[config.mk]
export PLATFORM = sky130hd
export DESIGN_NAME = cap_acq_ctrl
export DESIGN_NICKNAME = d
export VERILOG_FILES = /design/src/rtl/cap_acq_pkg.sv /design/src/rtl/cap_acq_sync_det.sv /design/src/rtl/cap_acq_limit.sv /design/src/rtl/cap_acq_counter.sv /design/src/rtl/cap_acq_seq.sv /design/src/rtl/cap_acq_ctrl.sv
export SDC_FILE = /design/constraint.sdc
export NUM_CORES = 1
export LEC_CHECK = 0
export ABC_AREA = 1
export BUFFER_PORTS_ARGS = -buffer_cell sky130_fd_sc_hd__buf_2
export CAP_MARGIN = 30
export CORE_MARGIN = 5
export CORE_UTILIZATION = 50
export DETAILED_ROUTE_END_ITERATION = 7
export GPL_ROUTABILITY_DRIVEN = 0
export PLACE_DENSITY = 0.75
export SYNTH_ARGS = -nofsm -noshare
export SYNTH_HDL_FRONTEND = slang
export SYNTH_SLANG_ARGS = --single-unit
[constraint.sdc]
create_clock -name clk -period 2.5 [get_ports clk]
set_clock_uncertainty 0.2 [all_clocks]
set_input_delay 0.25 -clock clk [delete_from_list [all_inputs] [get_ports clk]]
set_output_delay 0.25 -clock clk [all_outputs]
set_load 0.05 [all_outputs]
[src/rtl/cap_acq_pkg.sv]
package cap_acq_pkg;

   localparam int MC_W = 3;

   typedef enum logic [1:0] {
      ST_IDLE = 2'd0,
      ST_WAIT = 2'd1,
      ST_RUN  = 2'd2
   } acq_state_t;

   typedef struct packed {
      logic            sync_mode;
      logic            sync_pol;
      logic [MC_W-1:0] mc_code;
      logic            io_float;
   } acq_cfg_t;

endpackage

[src/rtl/cap_acq_sync_det.sv]
module cap_acq_sync_det #(
   parameter int SYNC_STAGES = 0
) (
   input  logic clk,
   input  logic rst_n,
   input  logic sync_in,
   input  logic pol_level,
   output logic hit
);

   logic s_cur;
   logic s_prev;

   generate
      if (SYNC_STAGES < 0) begin : g_chk
         $error("SYNC_STAGES must not be negative");
      end
      if (SYNC_STAGES == 0) begin : g_direct
         assign s_cur = sync_in;
      end else begin : g_chain
         logic [SYNC_STAGES-1:0] chain;
         for (genvar i = 0; i < SYNC_STAGES; i++) begin : g_stage
            if (i == 0) begin : g_first
               always_ff @(posedge clk or negedge rst_n) begin
                  if (!rst_n) chain[i] <= 1'b0;
                  else        chain[i] <= sync_in;
               end
            end else begin : g_next
               always_ff @(posedge clk or negedge rst_n) begin
                  if (!rst_n) chain[i] <= 1'b0;
                  else        chain[i] <= chain[i-1];
               end
            end
         end
         assign s_cur = chain[SYNC_STAGES-1];
      end
   endgenerate

   always_ff @(posedge clk or negedge rst_n) begin
      if (!rst_n) s_prev <= 1'b0;
      else        s_prev <= s_cur;
   end

   assign hit = pol_level ? s_cur : (s_prev & ~s_cur);

   AST_FALL_NEEDS_PRIOR_HIGH: assert property (@(posedge clk) disable iff (!rst_n)
      (hit && !pol_level) |-> !s_cur) else $error("falling hit while line high");

endmodule

[src/rtl/cap_acq_limit.sv]
module cap_acq_limit
   import cap_acq_pkg::*;
#(
   parameter int CNT_W     = 14,
   parameter int BASE_LOG2 = 8,
   parameter int NUM_CODES = 7
) (
   input  logic [MC_W-1:0]  code,
   output logic [CNT_W-1:0] limit
);

   localparam int TBL_N   = 2 ** MC_W;
   localparam int MAX_EXP = BASE_LOG2 + NUM_CODES - 1;

   logic [CNT_W-1:0] tbl [TBL_N];

   generate
      if (NUM_CODES < 1 || NUM_CODES > TBL_N) begin : g_chk_codes
         $error("NUM_CODES out of range for the code width");
      end
      if (CNT_W < MAX_EXP) begin : g_chk_width
         $error("CNT_W too small for the largest limit");
      end
      if (MAX_EXP > 62) begin : g_chk_exp
         $error("limit exponent too large");
      end
      for (genvar k = 0; k < TBL_N; k++) begin : g_tbl
         localparam int EXP = (k < NUM_CODES) ? (BASE_LOG2 + k) : MAX_EXP;
         localparam logic [63:0] VAL = (64'd1 << EXP) - 64'd1;
         assign tbl[k] = VAL[CNT_W-1:0];
      end
   endgenerate

   assign limit = tbl[code];

endmodule

[src/rtl/cap_acq_counter.sv]
module cap_acq_counter #(
   parameter int CNT_W = 14
) (
   input  logic             clk,
   input  logic             rst_n,
   input  logic             clear,
   input  logic             inc,
   input  logic [CNT_W-1:0] limit,
   output logic [CNT_W-1:0] count,
   output logic             at_limit
);

   logic [CNT_W:0] next_val;

   assign next_val = {1'b0, count} + {{CNT_W{1'b0}}, 1'b1};
   assign at_limit = inc && (next_val == {1'b0, limit});

   always_ff @(posedge clk or negedge rst_n) begin
      if (!rst_n)     count <= '0;
      else if (clear) count <= '0;
      else if (inc)   count <= next_val[CNT_W-1:0];
   end

   AST_CNT_NO_WRAP: assert property (@(posedge clk) disable iff (!rst_n)
      (inc && !clear && count != '1) |=> (count != '0)) else $error("counter wrapped");

endmodule

[src/rtl/cap_acq_seq.sv]
module cap_acq_seq
   import cap_acq_pkg::*;
(
   input  logic       clk,
   input  logic       rst_n,
   input  logic       ctl_en,
   input  logic       start_set,
   input  logic       start_cancel,
   input  acq_cfg_t   cfg_live,
   input  logic       sync_hit,
   input  logic       eoa_cmp,
   input  logic       pulse_tick,
   input  logic       at_limit,
   input  logic       flag_clr,
   output acq_state_t state,
   output acq_cfg_t   cfg_q,
   output logic       cnt_clear,
   output logic       cnt_inc,
   output logic       start_flag,
   output logic       eoa_flag,
   output logic       mce_flag
);

   logic accept;

   assign accept    = ctl_en && (state == ST_IDLE) && start_set;
   assign cnt_clear = accept;
   assign cnt_inc   = (state == ST_RUN) && pulse_tick;

   always_ff @(posedge clk or negedge rst_n) begin
      if (!rst_n) begin
         state      <= ST_IDLE;
         cfg_q      <= '0;
         start_flag <= 1'b0;
         eoa_flag   <= 1'b0;
         mce_flag   <= 1'b0;
      end else begin
         if (flag_clr) begin
            eoa_flag <= 1'b0;
            mce_flag <= 1'b0;
         end
         if (!ctl_en) begin
            state      <= ST_IDLE;
            start_flag <= 1'b0;
         end else begin
            case (state)
               ST_IDLE: begin
                  if (start_set) begin
                     cfg_q      <= cfg_live;
                     start_flag <= 1'b1;
                     state      <= cfg_live.sync_mode ? ST_WAIT : ST_RUN;
                  end
               end
               ST_WAIT: begin
                  if (start_cancel) begin
                     state      <= ST_IDLE;
                     start_flag <= 1'b0;
                  end else if (sync_hit) begin
                     state <= ST_RUN;
                  end
               end
               ST_RUN: begin
                  if (start_cancel) begin
                     state      <= ST_IDLE;
                     start_flag <= 1'b0;
                  end else if (eoa_cmp) begin
                     state      <= ST_IDLE;
                     start_flag <= 1'b0;
                     eoa_flag   <= 1'b1;
                  end else if (at_limit) begin
                     state      <= ST_IDLE;
                     start_flag <= 1'b0;
                     mce_flag   <= 1'b1;
                  end
               end
               default: begin
                  state      <= ST_IDLE;
                  start_flag <= 1'b0;
               end
            endcase
         end
      end
   end

   AST_DISABLE_DROPS: assert property (@(posedge clk) disable iff (!rst_n)
      !ctl_en |=> (state == ST_IDLE && !start_flag)) else $error("runs while disabled");
   AST_START_CLEARED_AT_END: assert property (@(posedge clk) disable iff (!rst_n)
      ($rose(eoa_flag) || $rose(mce_flag)) |-> !start_flag) else $error("start kept at end");
   AST_EOA_STICKY: assert property (@(posedge clk) disable iff (!rst_n)
      (eoa_flag && !flag_clr) |=> eoa_flag) else $error("eoa flag lost");
   AST_MCE_STICKY: assert property (@(posedge clk) disable iff (!rst_n)
      (mce_flag && !flag_clr) |=> mce_flag) else $error("mce flag lost");
   AST_CFG_HELD: assert property (@(posedge clk) disable iff (!rst_n)
      (state != ST_IDLE) |=> (state == ST_IDLE || $stable(cfg_q))) else $error("cfg moved");
   AST_BUSY_FLAG: assert property (@(posedge clk) disable iff (!rst_n)
      (state != ST_IDLE) |-> start_flag) else $error("busy without start flag");

endmodule

[src/rtl/cap_acq_ctrl.sv]
module cap_acq_ctrl
   import cap_acq_pkg::*;
#(
   parameter int CNT_W       = 14,
   parameter int BASE_LOG2   = 8,
   parameter int NUM_CODES   = 7,
   parameter int SYNC_STAGES = 0
) (
   input  logic             clk,
   input  logic             rst_n,
   input  logic             ctl_en,
   input  logic             start_set,
   input  logic             start_cancel,
   input  logic             sync_mode,
   input  logic             sync_pol,
   input  logic             sync_in,
   input  logic [MC_W-1:0]  mc_code,
   input  logic             iodef_float,
   input  logic             pulse_tick,
   input  logic             eoa_cmp,
   input  logic             flag_clr,
   output logic             pg_run,
   output logic             acq_busy,
   output logic             start_flag,
   output logic             eoa_flag,
   output logic             mce_flag,
   output logic [CNT_W-1:0] acq_count,
   output logic             io_float
);

   acq_state_t       state;
   acq_cfg_t         cfg_live;
   acq_cfg_t         cfg_q;
   logic             sync_hit;
   logic             cnt_clear;
   logic             cnt_inc;
   logic             at_limit;
   logic [CNT_W-1:0] limit;

   assign cfg_live.sync_mode = sync_mode;
   assign cfg_live.sync_pol  = sync_pol;
   assign cfg_live.mc_code   = mc_code;
   assign cfg_live.io_float  = iodef_float;

   cap_acq_sync_det #(.SYNC_STAGES(SYNC_STAGES)) u_sync (
      .clk       (clk),
      .rst_n     (rst_n),
      .sync_in   (sync_in),
      .pol_level (cfg_q.sync_pol),
      .hit       (sync_hit)
   );

   cap_acq_limit #(.CNT_W(CNT_W), .BASE_LOG2(BASE_LOG2), .NUM_CODES(NUM_CODES)) u_limit (
      .code  (cfg_q.mc_code),
      .limit (limit)
   );

   cap_acq_counter #(.CNT_W(CNT_W)) u_cnt (
      .clk      (clk),
      .rst_n    (rst_n),
      .clear    (cnt_clear),
      .inc      (cnt_inc),
      .limit    (limit),
      .count    (acq_count),
      .at_limit (at_limit)
   );

   cap_acq_seq u_seq (
      .clk          (clk),
      .rst_n        (rst_n),
      .ctl_en       (ctl_en),
      .start_set    (start_set),
      .start_cancel (start_cancel),
      .cfg_live     (cfg_live),
      .sync_hit     (sync_hit),
      .eoa_cmp      (eoa_cmp),
      .pulse_tick   (pulse_tick),
      .at_limit     (at_limit),
      .flag_clr     (flag_clr),
      .state        (state),
      .cfg_q        (cfg_q),
      .cnt_clear    (cnt_clear),
      .cnt_inc      (cnt_inc),
      .start_flag   (start_flag),
      .eoa_flag     (eoa_flag),
      .mce_flag     (mce_flag)
   );

   assign pg_run   = (state == ST_RUN);
   assign acq_busy = (state != ST_IDLE);

   always_comb begin
      if (!ctl_en)       io_float = 1'b0;
      else if (acq_busy) io_float = cfg_q.io_float;
      else               io_float = iodef_float;
   end

   AST_CNT_WITHIN_LIMIT: assert property (@(posedge clk) disable iff (!rst_n)
      acq_busy |-> (acq_count <= limit)) else $error("count above limit");
   AST_MCE_AT_LIMIT: assert property (@(posedge clk) disable iff (!rst_n)
      $rose(mce_flag) |-> (acq_count == limit)) else $error("mce away from limit");
   AST_CNT_HOLD_IDLE: assert property (@(posedge clk) disable iff (!rst_n)
      (!acq_busy && !start_set) |=> $stable(acq_count)) else $error("count moved idle");
   AST_RESTART_IGNORED: assert property (@(posedge clk) disable iff (!rst_n)
      (acq_busy && start_set && !pulse_tick) |=> $stable(acq_count)) else $error("restart cleared count");

endmodule

==> results of run 1 <==
[power groups by stage]
| stage | logic (mW) | registers, mW | clock network, mW |
|---|---|---|---|
| global route | 0.323 | 0.494 | 0.213 |
| detailed placement | 0.281 | 0.494 | 0 |
| floorplan | 0.162 | 0.533 | 0 |
| CTS | 0.292 | 0.487 | 0.195 |
| finish | 0.289 | 0.486 | 0.183 |
| global placement | 0.277 | 0.493 | 0 |
[worst reg2reg max path, delay by kind of cell, from the launching register on]
family	cells	cell delay (ns)
adder cells (fa/ha/maj)	1	0.24
flip-flops	1	0.48
buffers and inverters	1	0.05
AND/OR/NAND/NOR	11	1.05
[cells by family after synthesis]
family | Yosys count | share of synthesized area, %
mux | 2 | 1.430
buf+inv | 41 | 10.25
simple gates | 133 | 36.22
flops | 25 | 39.71
fa+ha+maj | 3 | 2.383
compound gates | 28 | 10.01
[worst max path at each step]
stage                        to  slack (ns)
6_report       u_seq.start_flag        0.38
4_1_cts        u_seq.start_flag        0.36
5_1_grt        u_seq.start_flag        0.13
3_3_place_gp   u_seq.start_flag        0.44
2_1_floorplan  u_seq.start_flag        0.26
3_5_place_dp   u_seq.start_flag        0.37
[flip-flops by register name (all words and copies together), names as in the netlist]
name / flops
u_cnt.count: 14
u_seq.cfg_q: 5
u_seq.state: 2
u_seq.eoa_flag: 1
u_seq.mce_flag: 1
u_seq.start_flag: 1
u_sync.s_prev: 1
[layout make-up]
| type | instances | area [um2] |
|---|---|---|
| fillers | 309 | 1119 |
| clock buffers | 4 | 26.28 |
| flip-flops and latches | 25 | 625.6 |
| repair buffers | 45 | 275.3 |
| multi-input cells | 166 | 788.3 |
| inverters | 37 | 138.9 |
| well taps | 44 | 55.05 |
[routing by layer]
| layer | wire length, um | track usage (%) | part of all wire [%] | vias to the layer above |
|---|---|---|---|---|
| met5 | 0 | 0 | 0 | - |
| met4 | 53 | 6.853 | 1.4 | 0 |
| met3 | 165 | 2.891 | 4.3 | 5 |
| met2 | 1804 | 33.21 | 47 | 34 |
| met1 | 1802 | 24.79 | 47 | 727 |
| li1 | - | - | - | 837 |
[per-stage QoR]
stage               cell area [um2]  total power [mW]  util (%)  instances
finish                         1909            0.9588     63.06        321
global placement               1793            0.7697     59.21        308
floorplan                      1575            0.6954         -        232
global route                   1909             1.030     63.06        321
CTS                            1909            0.9740     63.06        321
detailed placement             1793            0.7750     59.21        308
[cell usage in the layout (no fill, tap or decap)]
cell           synthesis  layout
clkbuf_1               3       1
ha_1                   3       3
nand2_2                2       2
nand3b_1               2       2
a21oi_1                6       6
clkbuf_4               0       3
nand4_1                5       5
buf_4                  0       2
dfrtp_1               25      25
nor2_4                 2       2
nor2_2                 1       1
buf_2                  0      34
dlygate4sd3_1          0       9
mux2_2                 2       2
nor2_1                30      30
nor3_1                 1       1
o22ai_1               10      10
nand2_1               68      68
nand3_1               22      22
a32o_1                 1       1
inv_1                 37      37
o21ai_0               11      11
==> flow_summary_export.csv, run 1 <==
group,metric,value,unit
run_status,status,"complete, no violations",
yosys,synth_common_cells,"nand2_1, inv_1, nor2_1, dfrtp_1, nand3_1",
routing,drc,0,
clock_tree,holdBufCountCts,9,
setup_path,worstPathMaxFanout,8,
hold_path,min_path_type,"in2reg",
setup_path,reg2reg_slack,0.38,ns
clock_tree,post_cts_resized,0,
place,pre_cts_ws,0.3701,ns
run,maxCapViolations,0,
setup_path,cp-end-kind,"register",
yosys,synth-seq-area-share,39.71,%
grt,grt_pass1_vias,1454,
yosys,synth_area,1575,um2
setup_path,cp.arrival,2.15,ns
floorplanning,core-area,3028,um2
sta,finalCritPeriodShare,84.84,%
yosys,yosysWarnings,0,
pwr,seqPwrFrac,50.7,%
pwr,internal_power,0.5976,mW
setup_path,slowest_delay,0.48,ns
pwr,power_density,502.1,nW/um2
yosys,synth_top_area_cell,"dfrtp_1",
clock_tree,htree_num_levels,1,
hold_path,worstHoldStart,"start_cancel",
setup_path,crit_start,"u_cnt.count[1]",
sta,timing.slew.headroom,61.88,%
pwr,p_clk_share,19.1,%
yosys,ys_seq_elements,25,
pwr,irDropWorstVdd,0.0003714,V
pwr,p_comb_share,30.1,%
floorplanning,ios,35,
routing,drt.antenna.violating_nets,0,
routing,routed-via-count,1603,
final_layout,drive_above_1_share,16.61,%
clock_tree,cts_buffer_depth,2,
yosys,synth_edf_count,0,
grt,grtUsageTotal,19.45,%
hold_path,hold_end,"u_seq.state[0]",
routing,dr.pass1.iters,5,
pwr,switching_share,37.67,%
yosys,syn_nets,250,
yosys,async_flop_share,100.0,%
grt,gr-total-overflow,0,
sta,tightest_slew,0.5718,ns
final_layout,syn2layout_area_growth,21.21,%
floorplanning,die-height,66.13,um
sta,rsz0062_at_grt,"false",
setup_path,ff2ff_path_depth,13,
setup_path,start_kind,"register",
setup_path,cp_cell_sequence,"ha_1 > nand2_1 > inv_1 > nor2_1 > nand3_1 > nor3_1 > nand3_1 > nor2_1 > nand3_1 > nand2_2 > nand2_1 > nand2_1 > nand2_1",
setup_path,cp_slowest_cell,"dfrtp_1",
clock_tree,post-cts-setup-buffers,0,
place,io_buffers,34,
setup_path,path_class,"reg2reg",
sta,setup_viol,0,
clock_tree,cts_root_buffer,"clkbuf_4",
hold_path,whs_path_depth,4,
setup_path,rr_endpoint,"u_seq.start_flag",
floorplanning,die_area,4373,um2
clock_tree,cts_tree,"built",
setup_path,path_buf_inv,1,
setup_path,r2r-start,"u_cnt.count[1]",
clock_tree,clock_latency,0.32,ns
grt,grt_max_degree,26,
yosys,yosysUniqueCellTypes,19,
sta,hold_ws,0.05714,ns
routing,routed_wl,3827,um
yosys,yosysMostFrequentCell,"nand2_1",
sta,finalHoldViolCount,0,
sta,min_period,2.121,ns
clock_tree,cts_sinks,25,
sta,fin_tns_setup,0,ns
final_layout,nets,296,
sta,maxSlewViolCount,0,
yosys,synth.top_cell.area_share,39.71,%
routing,avgRoutedWirePerCell,11.92,um
yosys,synth_area_per_cell,6.790,um2
sta,fmax,471.5,MHz
place,post-dp-hpwl,2900,um
routing,drt-vias-per-instance,4.994,
floorplanning,start_util,52.02,%
clock_tree,numCtsBuffers,3,
floorplanning,chipWidth,66.13,um
yosys,synth-main-ff-cell,"dfrtp_1",
yosys,syn_inst,232,
floorplanning,rows,20,
grt,grt_pass1_wl,6451,um
pwr,p_leak,0.9938,nW
routing,first_iter_violations,66,
setup_path,crit_family,"simple AND/OR/NAND/NOR gates",
setup_path,cp.depth,13,
clock_tree,path_clk_slew,0.14,ns
sta,worst_slack,0.3789,ns
setup_path,crit_top_cell,"nand2_1",
yosys,synth_area_leaders,"dfrtp_1, nand2_1, inv_1",
grt,antenna_found_initial,0,
final_layout,n_antenna_cell,0,
setup_path,crit_required,2.53,ns
pwr,power.switching,0.3612,mW
Note: power is estimated with default switching activity, not from simulation.
==> inputs of run 2 (changes only) <==
==> constraint.sdc (replaced) <==
create_clock -name clk -period 2.1 [get_ports clk]
set_clock_uncertainty 0.2 [all_clocks]
set_input_delay 0.21 -clock clk [delete_from_list [all_inputs] [get_ports clk]]
set_output_delay 0.21 -clock clk [all_outputs]
set_load 0.05 [all_outputs]
==> run 2 against run 1 <==
Net effect: largest cell class unchanged; die area unchanged; sequential power is 22% higher; utilization is 3.6 points higher; hold slack better by 0.0066 ns; critical path depth is 1 higher; largest power group unchanged; setup slack got worse by 0.25 ns.
==> flow_summary_export.csv, run 2 (synthesis gave the netlist of run 1 again) <==
group,metric,value,unit
final_layout,n_antenna_cell,0,
pwr,irDropWorstVdd,0.0004039,V
clock_tree,htree_num_levels,1,
routing,first_iter_violations,97,
setup_path,crit_required,2.14,ns
setup_path,cp-end-kind,"register",
floorplanning,die-height,66.13,um
final_layout,mostFrequentLayoutCells,"nand2_1, inv_1, buf_2, nor2_1, nand3_1",
grt,grt_pass1_wl,6520,um
routing,drc,0,
grt,grt_max_degree,26,
sta,finalHoldViolCount,0,
routing,routed-via-count,1612,
grt,grtUsageTotal,19.31,%
final_layout,largest-register,"u_cnt.count",
sta,finalCritPeriodShare,93.93,%
clock_tree,cts_root_buffer,"clkbuf_4",
final_layout,largest_register_ffs,14,
place,post-dp-hpwl,2795,um
grt,grt_pass1_vias,1496,
sta,fin_tns_setup,0,ns
setup_path,worstPathMaxFanout,7,
hold_path,whs_path_depth,6,
routing,drt-vias-per-instance,4.915,
run_status,status,"complete, no violations",
clock_tree,cts_tree,"built",
final_layout,nets,303,
grt,gr-total-overflow,0,
sta,timing.slew.headroom,62.33,%
setup_path,ff2ff_path_depth,14,
routing,dr.pass1.iters,4,
final_layout,drive_above_1_share,21.48,%
place,io_buffers,34,
pwr,p_comb_share,31.6,%
final_layout,syn2layout_area_growth,28.20,%
floorplanning,rows,20,
sta,setup_viol,0,
grt,antenna_found_initial,0,
routing,routed_wl,3790,um
final_layout,reg_top3,"u_cnt.count: 14 flops, u_seq.cfg_q: 5 flops, u_seq.state: 2 flops",
sta,maxSlewViolCount,0,
sta,hold_ws,0.06371,ns
final_layout,mostFrequentLayoutCell,"nand2_1",
setup_path,start_kind,"register",
pwr,p_clk_share,18.6,%
clock_tree,numCtsBuffers,3,
pwr,finalPower,1.193,mW
sta,rsz0062_at_grt,"true",
final_layout,postLayoutCoreUtil,66.69,%
routing,avgRoutedWirePerCell,11.55,um
pwr,power.switching,0.4553,mW
clock_tree,cts_sinks,25,
pwr,seqPwrFrac,49.8,%
floorplanning,die_area,4373,um2
sta,min_period,1.973,ns
pwr,p_leak,1.034,nW
pwr,power_density,590.8,nW/um2
sta,tightest_slew,0.5651,ns
run,maxCapViolations,0,
pwr,switching_share,38.17,%
clock_tree,clock_latency,0.33,ns
setup_path,path_class,"reg2reg",
floorplanning,ios,35,
floorplanning,chipWidth,66.13,um
clock_tree,path_clk_slew,0.13,ns
final_layout,fillCellCount,274,
floorplanning,start_util,52.02,%
sta,fmax,506.9,MHz
routing,drt.antenna.violating_nets,0,
hold_path,min_path_type,"in2reg",
setup_path,cp.arrival,2.01,ns
pwr,internal_power,0.7377,mW
clock_tree,cts_buffer_depth,2,
floorplanning,core-area,3028,um2
==> run 2: cell count changes in the layout (fill, tap and decap cells not counted), sizes merged <==
| cell | change |
|---|---|
| buf | +5 |
| dlygate4sd3 | +2 |
==> run 2: worst paths after layout <==
| check | start | slack [ns] | endpoint |
|---|---|---|---|
| worst max-delay path | u_cnt.count[1] | 0.13 | u_seq.start_flag |
| worst min-delay path | start_set | 0.06 | u_seq.start_flag |
| worst max register to register | u_cnt.count[1] | 0.13 | u_seq.start_flag |
| worst min register to register | u_seq.start_flag | 0.30 | u_seq.start_flag |
| max in group asynchronous | rst_n | 1.11 | u_cnt.count[0] |
| min in group asynchronous | rst_n | 0.19 | u_cnt.count[6] |
==> run 2: final cells by class <==
| cell class | count | area (um2) | area share (%) |
|---|---|---|---|
| inverters | 37 | 138.9 | 6.877 |
| well taps | 44 | 55.05 | 2.726 |
| multi-input cells | 166 | 835.8 | 41.39 |
| clock buffers | 4 | 26.28 | 1.301 |
| repair buffers | 52 | 332.8 | 16.48 |
| flip-flops and latches | 25 | 630.6 | 31.23 |
==> run 2: repair_timing <==
action,in CTS,in global routing
endpoints found under the setup margin,0,4
hold buffers,11,0
endpoints found under the hold margin,34,0
resized for setup,0,13
setup buffers,0,3
==> run 2: worst max-delay path: stages, from the launching register on <==
cell	delay (ns)
dfrtp_2	0.49
ha_4	0.18
nand2_4	0.06
nor2_4	0.14
nand3_1	0.10
nand2_1	0.08
nand2_1	0.07
nand2_1	0.06
nand2_1	0.05
nor2_1	0.09
nand3_1	0.13
nand2_2	0.10
nand2_1	0.05
nand2_1	0.05
nand2_1	0.04
==> run 2: per-layer routing <==
layer  track usage (%)  up-vias  part of all wire [%]
li1                  -      847                     -
met1             26.18      728                    49
met2             30.73       32                    46
met3             2.891        5                   3.8
met4             7.614        0                   1.6
met5                 0        -                     0
==> run 2: power groups by stage <==
| stage | clock network (mW) | registers, mW | logic (mW) |
|---|---|---|---|
| 2_1_floorplan | 0 | 0.637 | 0.193 |
| 3_3_place_gp | 0 | 0.589 | 0.337 |
| 3_5_place_dp | 0 | 0.592 | 0.341 |
| 4_1_cts | 0.232 | 0.583 | 0.357 |
| 5_1_grt | 0.253 | 0.604 | 0.418 |
| 6_report | 0.222 | 0.594 | 0.377 |
==> run 2: stage by stage <==
stage | setup slack, ns | area (um2) | cells
after global placement | 0.1003 | 1810 | 310
after CTS | 0.01779 | 1947 | 325
after detailed placement | 0.02667 | 1810 | 310
after global routing | -0.07882 | 2019 | 328
final | 0.1274 | 2019 | 328
after floorplan | 0.008708 | 1578 | 232
==> inputs of run 3 (changes only) <==
==> constraint.sdc (replaced) <==
create_clock -name clk -period 2.1 [get_ports clk]
set_clock_uncertainty 0.2 [all_clocks]
set_input_delay 0.21 -clock clk [delete_from_list [all_inputs] [get_ports clk]]
set_output_delay 0.21 -clock clk [all_outputs]
set_load 0.1 [all_outputs]
==> run 3 against run 2 <==
Net effect: fmax shrank 6.0%; flip-flop and latch count is the same; count of clock-buffer cells in the layout is the same; setup slack lost 0.12 ns; utilization grew 2.0 points; register-to-register slack lost 0.12 ns; via count grew 3.1%; cell count grew 0.30%; design area grew 3.0%.
==> flow_summary_export.csv, run 3 (synthesis gave the netlist of run 1 again) <==
group,metric,value,unit
run,maxCapViolations,0,
clock_tree,path_clk_slew,0.14,ns
clock_tree,clock_latency,0.32,ns
clock_tree,cts_sinks,25,
sta,maxSlewViolCount,0,
sta,rsz0062_at_grt,"true",
final_layout,n_antenna_cell,0,
final_layout,nets,304,
routing,dr.pass1.iters,4,
floorplanning,die-height,66.13,um
clock_tree,cts_tree,"built",
clock_tree,numCtsBuffers,3,
setup_path,crit_top_cell,"nand2_1",
clock_tree,htree_num_levels,1,
pwr,power_density,638.7,nW/um2
setup_path,cp_slowest_cell,"dfrtp_4",
sta,fin_tns_setup,0,ns
floorplanning,die_area,4373,um2
sta,worst_slack,0.002485,ns
pwr,p_leak,1.024,nW
sta,finalHoldViolCount,0,
grt,grt_pass1_vias,1608,
setup_path,start_kind,"register",
sta,finalCritPeriodShare,99.88,%
setup_path,crit_required,2.12,ns
sta,timing.slew.headroom,62.65,%
routing,drt-vias-per-instance,5.052,
floorplanning,core-area,3028,um2
grt,gr-total-overflow,0,
floorplanning,chipWidth,66.13,um
routing,drc,0,
hold_path,min_path_type,"in2reg",
run_status,status,"complete, no violations",
routing,routed_wl,4278,um
setup_path,slowest_delay,0.56,ns
pwr,irDropWorstVdd,0.0004946,V
grt,grt_pass1_wl,6927,um
final_layout,largest_register_ffs,14,
grt,grt_max_degree,26,
routing,avgRoutedWirePerCell,13.00,um
setup_path,cp.arrival,2.12,ns
final_layout,drive_above_1_share,28.42,%
final_layout,final_area,2081,um2
sta,min_period,2.098,ns
setup_path,cp_cell_sequence,"ha_4 > nand2_4 > nor2_4 > nand2_1 > nand2_1 > nor3_1 > nand3_1 > nor2_1 > nand3_1 > nand2_2 > nand2_1 > nand2_1 > nand2_1",
final_layout,mostFrequentLayoutCells,"nand2_1, inv_1, buf_2, nor2_1, nand3_1",
clock_tree,cts_buffer_depth,2,
sta,fmax,476.8,MHz
place,placed_cell_area,1847,um2
floorplanning,rows,20,
final_layout,fillCellCount,254,
final_layout,reg_top3,"u_cnt.count: 14 flops, u_seq.cfg_q: 5 flops, u_seq.state: 2 flops",
routing,routed-via-count,1662,
setup_path,path_class,"reg2reg",
setup_path,path_buf_inv,0,
routing,first_iter_violations,84,
routing,drt.antenna.violating_nets,0,
final_layout,syn2layout_area_growth,32.09,%
place,io_buffers,34,
final_layout,largest-register,"u_cnt.count",
place,pre_cts_ws,-0.009541,ns
floorplanning,start_util,52.02,%
sta,setup_viol,0,
sta,tightest_slew,0.5603,ns
setup_path,cp-end-kind,"register",
setup_path,crit_family,"simple AND/OR/NAND/NOR gates",
place,post-dp-hpwl,2852,um
floorplanning,ios,35,
setup_path,worstPathMaxFanout,6,
clock_tree,cts_root_buffer,"clkbuf_4",
final_layout,multi_input_area,867.1,um2
grt,grtUsageTotal,20.53,%
final_layout,final-seq-area,646.9,um2
final_layout,mostFrequentLayoutCell,"nand2_1",
grt,antenna_found_initial,0,
[run 3: cell types whose count changed in the layout (fill, tap and decap cells not counted), moves of 3 or more]
cell and delta:
dfrtp_1 -9, dfrtp_2 +7, nand2_1 -4, nand2_2 +4, nor2_1 -3
[run 3: per-stage QoR]
stage / std cells / hold WS, ns / util, % / power (mW)
2_1_floorplan: 232 / -0.2856 / - / 0.9446
3_3_place_gp: 310 / 0.03968 / 60.99 / 1.039
3_5_place_dp: 310 / 0.03656 / 60.99 / 1.046
4_1_cts: 325 / 0.02800 / 65.58 / 1.278
5_1_grt: 329 / 0.05785 / 68.72 / 1.406
6_report: 329 / 0.04297 / 68.72 / 1.329
[run 3: path summary, 6_finish.rpt]
kind / startpoint / end / slack, ns / cells past startpoint
max: u_cnt.count[1] / u_seq.start_flag / 0.002 / 13
min: sync_mode / u_seq.state[0] / 0.04 / 5
max reg2reg: u_cnt.count[1] / u_seq.start_flag / 0.002 / 13
min reg2reg: u_seq.start_flag / u_seq.start_flag / 0.30 / 2
max in group asynchronous: rst_n / u_cnt.count[1] / 1.07 / 2
min in group asynchronous: rst_n / u_seq.state[0] / 0.21 / 2
[run 3: per-layer routing]
metal | up-vias | global-route usage (%) | wire length (um)
li1 | 845 | - | -
met1 | 749 | 24.36 | 1840
met2 | 58 | 38.29 | 2106
met3 | 10 | 3.231 | 245
met4 | 0 | 4.569 | 86
met5 | - | 0 | 0
[run 3: final cells by class]
class                   instances  share of cell area (%)
clock buffers                   4                   1.263
inverters                      37                   6.855
multi-input cells             166                   41.67
flip-flops and latches         25                   31.09
well taps                      44                   2.646
repair buffers                 53                   16.48
[run 3: worst register-to-register path: stages (launching register included)]
cell and delay (ns):
dfrtp_4 0.56, ha_4 0.20, nand2_4 0.08, nor2_4 0.06, nand2_1 0.08, nand2_1 0.09, nor3_1 0.20, nand3_1 0.09
nor2_1 0.10, nand3_1 0.12, nand2_2 0.10, nand2_1 0.05, nand2_1 0.05, nand2_1 0.04
[run 3: power by group]
part,leakage [nW],internal (mW),switching [mW]
Clock,0.0150,0.0742,0.146
Sequential,0.309,0.535,0.0667
Combinational,0.700,0.149,0.357
[run 3: timing repair]
item / in CTS / in global routing
resized for setup: 1 / 16
cloned: 0 / 0
pin swaps: 0 / 10
hold buffers: 11 / 0
setup endpoints to repair: 1 / 5
endpoints found under the hold margin: 34 / 0
buffers inserted: 0 / 4
